$ cat config.mk
export PLATFORM = sky130hd
export DESIGN_NAME = itmr_top
export DESIGN_NICKNAME = d
export VERILOG_FILES = /design/src/rtl/itmr_pkg.sv /design/src/rtl/itmr_ctrl.sv /design/src/rtl/itmr_counter.sv /design/src/rtl/itmr_top.sv
export SDC_FILE = /design/constraint.sdc
export NUM_CORES = 1
export LEC_CHECK = 0
export BUFFER_PORTS_ARGS = -buffer_cell sky130_fd_sc_hd__buf_2
export CORE_MARGIN = 2
export CORE_UTILIZATION = 52
export DETAILED_ROUTE_END_ITERATION = 6
export PLACE_DENSITY = 0.77
export RECOVER_POWER = 100
export SETUP_SLACK_MARGIN = 0.02
export SYNTH_ARGS = -nofsm -noshare
export SYNTH_HDL_FRONTEND = slang
export SYNTH_SLANG_ARGS = --single-unit
$ cat constraint.sdc
create_clock -name clk -period 2.2 [get_ports clk]
set_clock_uncertainty 0.05 [all_clocks]
set_input_delay 0.11 -clock clk [delete_from_list [all_inputs] [get_ports clk]]
set_output_delay 0.11 -clock clk [all_outputs]
set_load 0.02 [all_outputs]
$ cat src/rtl/itmr_pkg.sv
package itmr_pkg;

    // Control/status bit positions; software decodes these.
    localparam int BIT_RLD  = 1;
    localparam int BIT_IF   = 2;
    localparam int BIT_IE   = 3;
    localparam int BIT_OVW  = 4;
    localparam int BIT_DBG  = 5;
    localparam int BIT_LOAD = 6;
    localparam int BIT_STEP = 7;
    localparam int BIT_STOP = 8;
    localparam int CSR_W    = 9;

    typedef enum logic [1:0] {
        ADDR_MOD = 2'd0,
        ADDR_CNT = 2'd1,
        ADDR_CSR = 2'd2,
        ADDR_RSV = 2'd3
    } reg_addr_e;

    typedef struct packed {
        logic stop;
        logic dbg;
        logic ovw;
        logic ie;
        logic iflag;
        logic rld;
    } csr_t;

    typedef enum logic [2:0] {
        OP_HOLD,
        OP_WRITE,
        OP_LOAD,
        OP_OVW,
        OP_STEP,
        OP_TICK
    } cnt_op_e;

    function automatic logic [CSR_W-1:0] pack_csr(input csr_t c);
        logic [CSR_W-1:0] v;
        v           = '0;
        v[BIT_STOP] = c.stop;
        v[BIT_DBG]  = c.dbg;
        v[BIT_OVW]  = c.ovw;
        v[BIT_IE]   = c.ie;
        v[BIT_IF]   = c.iflag;
        v[BIT_RLD]  = c.rld;
        return v;
    endfunction

    function automatic logic step_allowed(input logic at_zero, input logic at_one);
        return !at_zero && !at_one;
    endfunction

endpackage

$ cat src/rtl/itmr_ctrl.sv
module itmr_ctrl
    import itmr_pkg::*;
(
    input  logic                 clk,
    input  logic                 rst,
    input  logic                 csr_wr,
    input  logic [CSR_W-1:1]     wr_bits,
    input  logic                 flag_set,
    output csr_t                 csr_q,
    output logic                 step_req,
    output logic                 load_req,
    output logic [CSR_W-1:0]     csr_rd
);

    csr_t csr_d;
    logic flag_clr;

    assign step_req = csr_wr && wr_bits[BIT_STEP] && wr_bits[BIT_STOP];
    assign load_req = csr_wr && wr_bits[BIT_LOAD];
    assign flag_clr = csr_wr && wr_bits[BIT_IF];

    always_comb begin
        csr_d = csr_q;
        if (csr_wr) begin
            csr_d.stop = wr_bits[BIT_STOP];
            csr_d.dbg  = wr_bits[BIT_DBG];
            csr_d.ovw  = wr_bits[BIT_OVW];
            csr_d.ie   = wr_bits[BIT_IE];
            csr_d.rld  = wr_bits[BIT_RLD];
        end
        csr_d.iflag = flag_set || (csr_q.iflag && !flag_clr);
    end

    always_ff @(posedge clk) begin
        if (rst) csr_q <= '0;
        else     csr_q <= csr_d;
    end

    assign csr_rd = pack_csr(csr_q);

    AST_FLAG_STICKY: assert property (@(posedge clk) disable iff (rst)
        (csr_q.iflag && !flag_clr) |=> csr_q.iflag);
    AST_FLAG_SET_WINS: assert property (@(posedge clk) disable iff (rst)
        flag_set |=> csr_q.iflag);

endmodule

$ cat src/rtl/itmr_counter.sv
module itmr_counter
    import itmr_pkg::*;
#(
    parameter int CNT_W = 16
) (
    input  logic             clk,
    input  logic             rst,
    input  logic             tick_en,
    input  logic             dbg_halt,
    input  logic             stop,
    input  logic             dbg,
    input  logic             ovw,
    input  logic             rld,
    input  logic             cnt_wr,
    input  logic             mod_wr,
    input  logic [CNT_W-1:0] wdata,
    input  logic             step_req,
    input  logic             load_req,
    output logic [CNT_W-1:0] cnt_q,
    output logic [CNT_W-1:0] mod_q,
    output logic             zero_hit
);

    localparam logic [CNT_W-1:0] CNT_ONE = CNT_W'(1);
    localparam logic [CNT_W-1:0] CNT_MAX = '1;

    cnt_op_e          op;
    logic             running;
    logic             at_zero;
    logic             at_one;
    logic [CNT_W-1:0] cnt_d;
    logic             sw_touch;

    assign at_zero  = (cnt_q == '0);
    assign at_one   = (cnt_q == CNT_ONE);
    assign running  = tick_en && !stop && !(dbg && dbg_halt);
    assign sw_touch = cnt_wr || mod_wr || step_req || load_req;

    always_comb begin
        if (cnt_wr)               op = OP_WRITE;
        else if (load_req)        op = OP_LOAD;
        else if (mod_wr && ovw)   op = OP_OVW;
        else if (step_req)        op = OP_STEP;
        else if (running)         op = OP_TICK;
        else                      op = OP_HOLD;
    end

    always_comb begin
        cnt_d = cnt_q;
        unique case (op)
            OP_WRITE: cnt_d = wdata;
            OP_LOAD:  cnt_d = mod_q;
            OP_OVW:   cnt_d = wdata;
            OP_STEP:  if (step_allowed(at_zero, at_one)) cnt_d = cnt_q - CNT_ONE;
            OP_TICK:  begin
                if (at_zero) cnt_d = rld ? mod_q : CNT_MAX;
                else         cnt_d = cnt_q - CNT_ONE;
            end
            default:  cnt_d = cnt_q;
        endcase
    end

    assign zero_hit = (op == OP_TICK) && at_one;

    always_ff @(posedge clk) begin
        if (rst) begin
            cnt_q <= '0;
            mod_q <= '0;
        end else begin
            cnt_q <= cnt_d;
            if (mod_wr) mod_q <= wdata;
        end
    end

    AST_STEP_GUARD: assert property (@(posedge clk) disable iff (rst)
        (step_req && !load_req && !cnt_wr && (cnt_q <= CNT_ONE)) |=> $stable(cnt_q));
    AST_STOP_HOLD: assert property (@(posedge clk) disable iff (rst)
        (stop && !sw_touch) |=> $stable(cnt_q));
    AST_DBG_FREEZE: assert property (@(posedge clk) disable iff (rst)
        (dbg && dbg_halt && !sw_touch) |=> $stable(cnt_q));
    AST_RELOAD_MOD: assert property (@(posedge clk) disable iff (rst)
        (tick_en && !stop && !(dbg && dbg_halt) && (cnt_q == '0) && rld && !sw_touch)
        |=> (cnt_q == $past(mod_q)));
    AST_FREE_WRAP: assert property (@(posedge clk) disable iff (rst)
        (tick_en && !stop && !(dbg && dbg_halt) && (cnt_q == '0) && !rld && !sw_touch)
        |=> (cnt_q == CNT_MAX));

endmodule

$ cat src/rtl/itmr_top.sv
module itmr_top
    import itmr_pkg::*;
#(
    parameter int CNT_W = 16
) (
    input  logic             clk,
    input  logic             rst,
    input  logic             tick_en,
    input  logic             dbg_halt,
    input  logic             bus_wr,
    input  logic [1:0]       bus_addr,
    input  logic [CNT_W-1:0] bus_wdata,
    output logic [CNT_W-1:0] bus_rdata,
    output logic             irq
);

    localparam int PAD_W = CNT_W - CSR_W;

    reg_addr_e        sel;
    logic             mod_wr;
    logic             cnt_wr;
    logic             csr_wr;
    csr_t             csr_q;
    logic             step_req;
    logic             load_req;
    logic [CSR_W-1:0] csr_rd;
    logic [CNT_W-1:0] cnt_q;
    logic [CNT_W-1:0] mod_q;
    logic             zero_hit;

    assign sel    = reg_addr_e'(bus_addr);
    assign mod_wr = bus_wr && (sel == ADDR_MOD);
    assign cnt_wr = bus_wr && (sel == ADDR_CNT);
    assign csr_wr = bus_wr && (sel == ADDR_CSR);

    itmr_ctrl u_ctrl (
        .clk      (clk),
        .rst      (rst),
        .csr_wr   (csr_wr),
        .wr_bits  (bus_wdata[CSR_W-1:1]),
        .flag_set (zero_hit),
        .csr_q    (csr_q),
        .step_req (step_req),
        .load_req (load_req),
        .csr_rd   (csr_rd)
    );

    itmr_counter #(.CNT_W(CNT_W)) u_cnt (
        .clk      (clk),
        .rst      (rst),
        .tick_en  (tick_en),
        .dbg_halt (dbg_halt),
        .stop     (csr_q.stop),
        .dbg      (csr_q.dbg),
        .ovw      (csr_q.ovw),
        .rld      (csr_q.rld),
        .cnt_wr   (cnt_wr),
        .mod_wr   (mod_wr),
        .wdata    (bus_wdata),
        .step_req (step_req),
        .load_req (load_req),
        .cnt_q    (cnt_q),
        .mod_q    (mod_q),
        .zero_hit (zero_hit)
    );

    always_comb begin
        unique case (sel)
            ADDR_MOD: bus_rdata = mod_q;
            ADDR_CNT: bus_rdata = cnt_q;
            ADDR_CSR: bus_rdata = {{PAD_W{1'b0}}, csr_rd};
            default:  bus_rdata = '0;
        endcase
    end

    assign irq = csr_q.iflag && csr_q.ie;

    AST_IRQ_NEEDS_IE: assert property (@(posedge clk) disable iff (rst)
        irq |-> csr_q.ie);
    AST_DIRECT_WR_NO_FLAG: assert property (@(posedge clk) disable iff (rst)
        (cnt_wr && !csr_q.iflag) |=> !csr_q.iflag);

endmodule

==> metrics <==
status=finished clean; DRT Wirelength=9400 um; final hold viol count=0; 1st-iter DRT viols=284; Max rail drop VDD=around 0.32 mV; hpwl dp=6870 um; Final Critical Period=approximately 2.2 ns; Sink Count=38; Synth Register Bits=38; Port-buffer cells=39; total global routing overflow=0; Nets=between 400 and 500; core region area=between 5000 and 6000 um2; I/O pin cnt=40; Root Driver=clkbuf_8; EDFF count, synth=0; Netlist cell types=64; buffer levels on the longest clock path=2; Worst-path clk slew=roughly 0.080 ns; Routed Antenna Nets=0; via/cell ratio=between 6 and 7; number of diodes=0; Routed WL per cell=roughly 18 um; vias in the first global route=slightly below 3000; share of layout cells above drive strength 1=about a fifth; CTS H-tree depth=2; Rel. slew slack=between 60% and 70%; Synth-to-Final Area Change=20.6%; first-pass GRT wire length=roughly 15000 um; final worst-path cycle share=a little over nine tenths; largest net degree at the start of global routing=31; Initial Util=between 50% and 60%; CP Max Fanout=6; final setup TNS=0 ns; Slew @ Worst Pin=0.547 ns; Cells after Synth=~380; met3 Use GR=4.47%; total CTS buffers=5; syn_area_per_cell=roughly 7.3 um2; worst setup margin=between 0.04 and 0.05 ns; Post-Place Worst Slack=0.0157 ns; RSZ-0062 raised after global routing=true; max-cap viol count=0; sequential fraction of the synthesis area=~27%; antenna violations before repair=0; DR DRC count=0; clk_lat worst skew=around 0.30 ns; warnings from Yosys=0; cell row count=26; Async SR Flop Fraction=0%; die height=77.3 um; CTS tree=built; Overall Power=0.00212 W; post-synthesis net count=408; Power Dens Cells=between 600 and 700 nW/um2; Horiz. Die Dim=between 70 and 80 um; drt first pass iters=5; gr usage total=between 30% and 40%; fmax=around 0.46 GHz; overall die area=roughly 6000 um2; worst min path class=in -> reg; GPL Wtd Cong=about 1.0; Leakage=1.31 nW; max-slew violations=0; Post-synth top flop=dfxtp_1; Crit Path Class=reg -> reg; count of final setup violators=0; Startpoint Class=flop; fill count=about 500; crit end category=flop; Most Crowded Layer GR=met2; grt met2 use=between 40% and 50%; Syn Std Cell Area=~2800 um2; CP Data Required Time=between 2 and 2.5 ns; vias post-DR=around 3200; met1 track demand over resource=between 40% and 50%; critical path arrival=2.28 ns
==> critical path: stages, from the launching register on <==
cell,delay [ns]
dfxtp_1,0.32
clkbuf_2,0.16
or4_1,0.59
nor2_1,0.15
xnor2_1,0.15
nor3_1,0.07
o32ai_1,0.39
o22ai_1,0.15
==> routing by layer <==
metal,wire length (um),vias to the layer above,share of wire (%)
li1,-,1500,-
met3,794,20,8.4
met5,0,-,0
met2,4320,171,46
met4,215,0,2.3
met1,4070,1486,43
==> path summary, 6_finish.rpt <==
path,end,startpoint,cells after the start,slack (ns)
worst max-delay path,u_cnt.cnt_q[5]$_SDFFE_PP0P_,u_cnt.cnt_q[0]$_SDFFE_PP0P_,7,0.05
worst min-delay path,u_cnt.mod_q[11]$_SDFFE_PP0N_,bus_wdata[11],3,0.001
worst max register to register,u_cnt.cnt_q[5]$_SDFFE_PP0P_,u_cnt.cnt_q[0]$_SDFFE_PP0P_,7,0.05
worst min register to register,u_ctrl.csr_q[2]$_SDFFE_PP0N_,u_ctrl.csr_q[2]$_SDFFE_PP0N_,2,0.43
==> placed cells by master (no fill, tap or decap), types with 4 or more instances in the layout <==
cell type  Yosys  layout
a21oi_1       26      26
a41oi_1        7       7
buf_2          3      22
buf_4          4      34
clkbuf_1      21      22
clkbuf_8       0       6
dfxtp_1       38      38
inv_1          6       6
mux2i_1       17      17
nand2_1       72      72
nand2b_1       8       8
nand3_1        9       9
nand4_1        5       5
nor2_1        40      39
nor3_1         6       5
nor4_1         4       4
o211ai_1       7       7
o21a_1         5       5
o21ai_0       17      17
o21ai_1        9       9
xnor2_1        6       6
xor2_1         4       4
==> Yosys cell counts (all sizes together) (2+ instances only) <==
library cell	instances	area share (%)
or3	3	0.67
dfxtp	38	27
nor3	7	1.7
o32ai	3	0.94
a31oi	2	0.45
mux2i	17	6.1
o21a	5	1.3
nor2b	3	0.67
ha	3	1.3
a32o	3	1.1
nor4	7	2.2
and3	2	0.45
a211oi	3	0.81
nand4	5	1.1
nor2	40	5.4
nand4b	2	0.63
and4	2	0.63
a21o	3	0.81
xor2	4	1.3
nand3b	2	0.99
a21oi	26	4.7
buf	8	2.0
nand2b	8	1.8
a41oi	7	2.2
nand2	73	9.9
clkbuf	21	2.8
inv	6	0.81
o211ai	7	1.9
nand3	9	1.6
o21ai	28	5.3
o311ai	3	0.94
nor3b	2	0.72
xnor2	6	1.9
and2	5	1.2
==> what timing repair did <==
| item | 4_1_cts | 5_1_grt |
|---|---|---|
| gates resized for setup | 2 | 9 |
| pin swaps | 0 | 1 |
| setup buffers | 0 | 1 |
| hold endpoints to repair | 0 | 2 |
| setup endpoints to repair | 1 | 15 |
| hold buffers | 0 | 2 |
==> area by class of cell <==
cell class | count | area (um2) | share of cell area, %
clock buffer | 6 | 82.6 | 2.45
clock inverter | 2 | 12.5 | 0.371
inverter | 6 | 22.5 | 0.669
multi-input combinational | 309 | 1920 | 57.0
sequential | 38 | 761 | 22.6
tap | 70 | 87.6 | 2.60
timing repair buffer | 83 | 483 | 14.3
==> registers in the layout, indices dropped and copies added (netlist names) <==
register,cells
u_ctrl.csr_q,6
u_cnt.mod_q,16
u_cnt.cnt_q,16
==> through the flow <==
stage | std cells | hold slack (ns) | area [um2] | utilization, %
global placement | 503 | 0.315 | 3250 | 63.2
finish | 514 | 0.00114 | 3370 | 65.5
detailed placement | 503 | 0.320 | 3250 | 63.2
floorplan | 382 | 0.196 | 2790 | -
CTS | 511 | 0.00264 | 3360 | 65.4
global route | 514 | 0.0137 | 3370 | 65.5
==> where the power goes <==
part | total [W] | leakage (nW) | internal (W) | switching [W]
registers | 0.000811 | 0.312 | 0.000739 | 0.0000716
logic | 0.000774 | 0.952 | 0.000332 | 0.000442
clock network | 0.000535 | 0.0472 | 0.000252 | 0.000282
total | 0.00212 | 1.31 | 0.00132 | 0.000796
==> cell families after synthesis <==
kind of cell,Yosys count,synth area share [%]
simple gates,175,31.3
compound gates,104,25.3
flops,38,27.2
buf+inv,35,5.65
mux,17,6.09
xor+xnor,10,3.14
fa+ha+maj,3,1.34
Note: power is estimated with default switching activity, not from simulation.
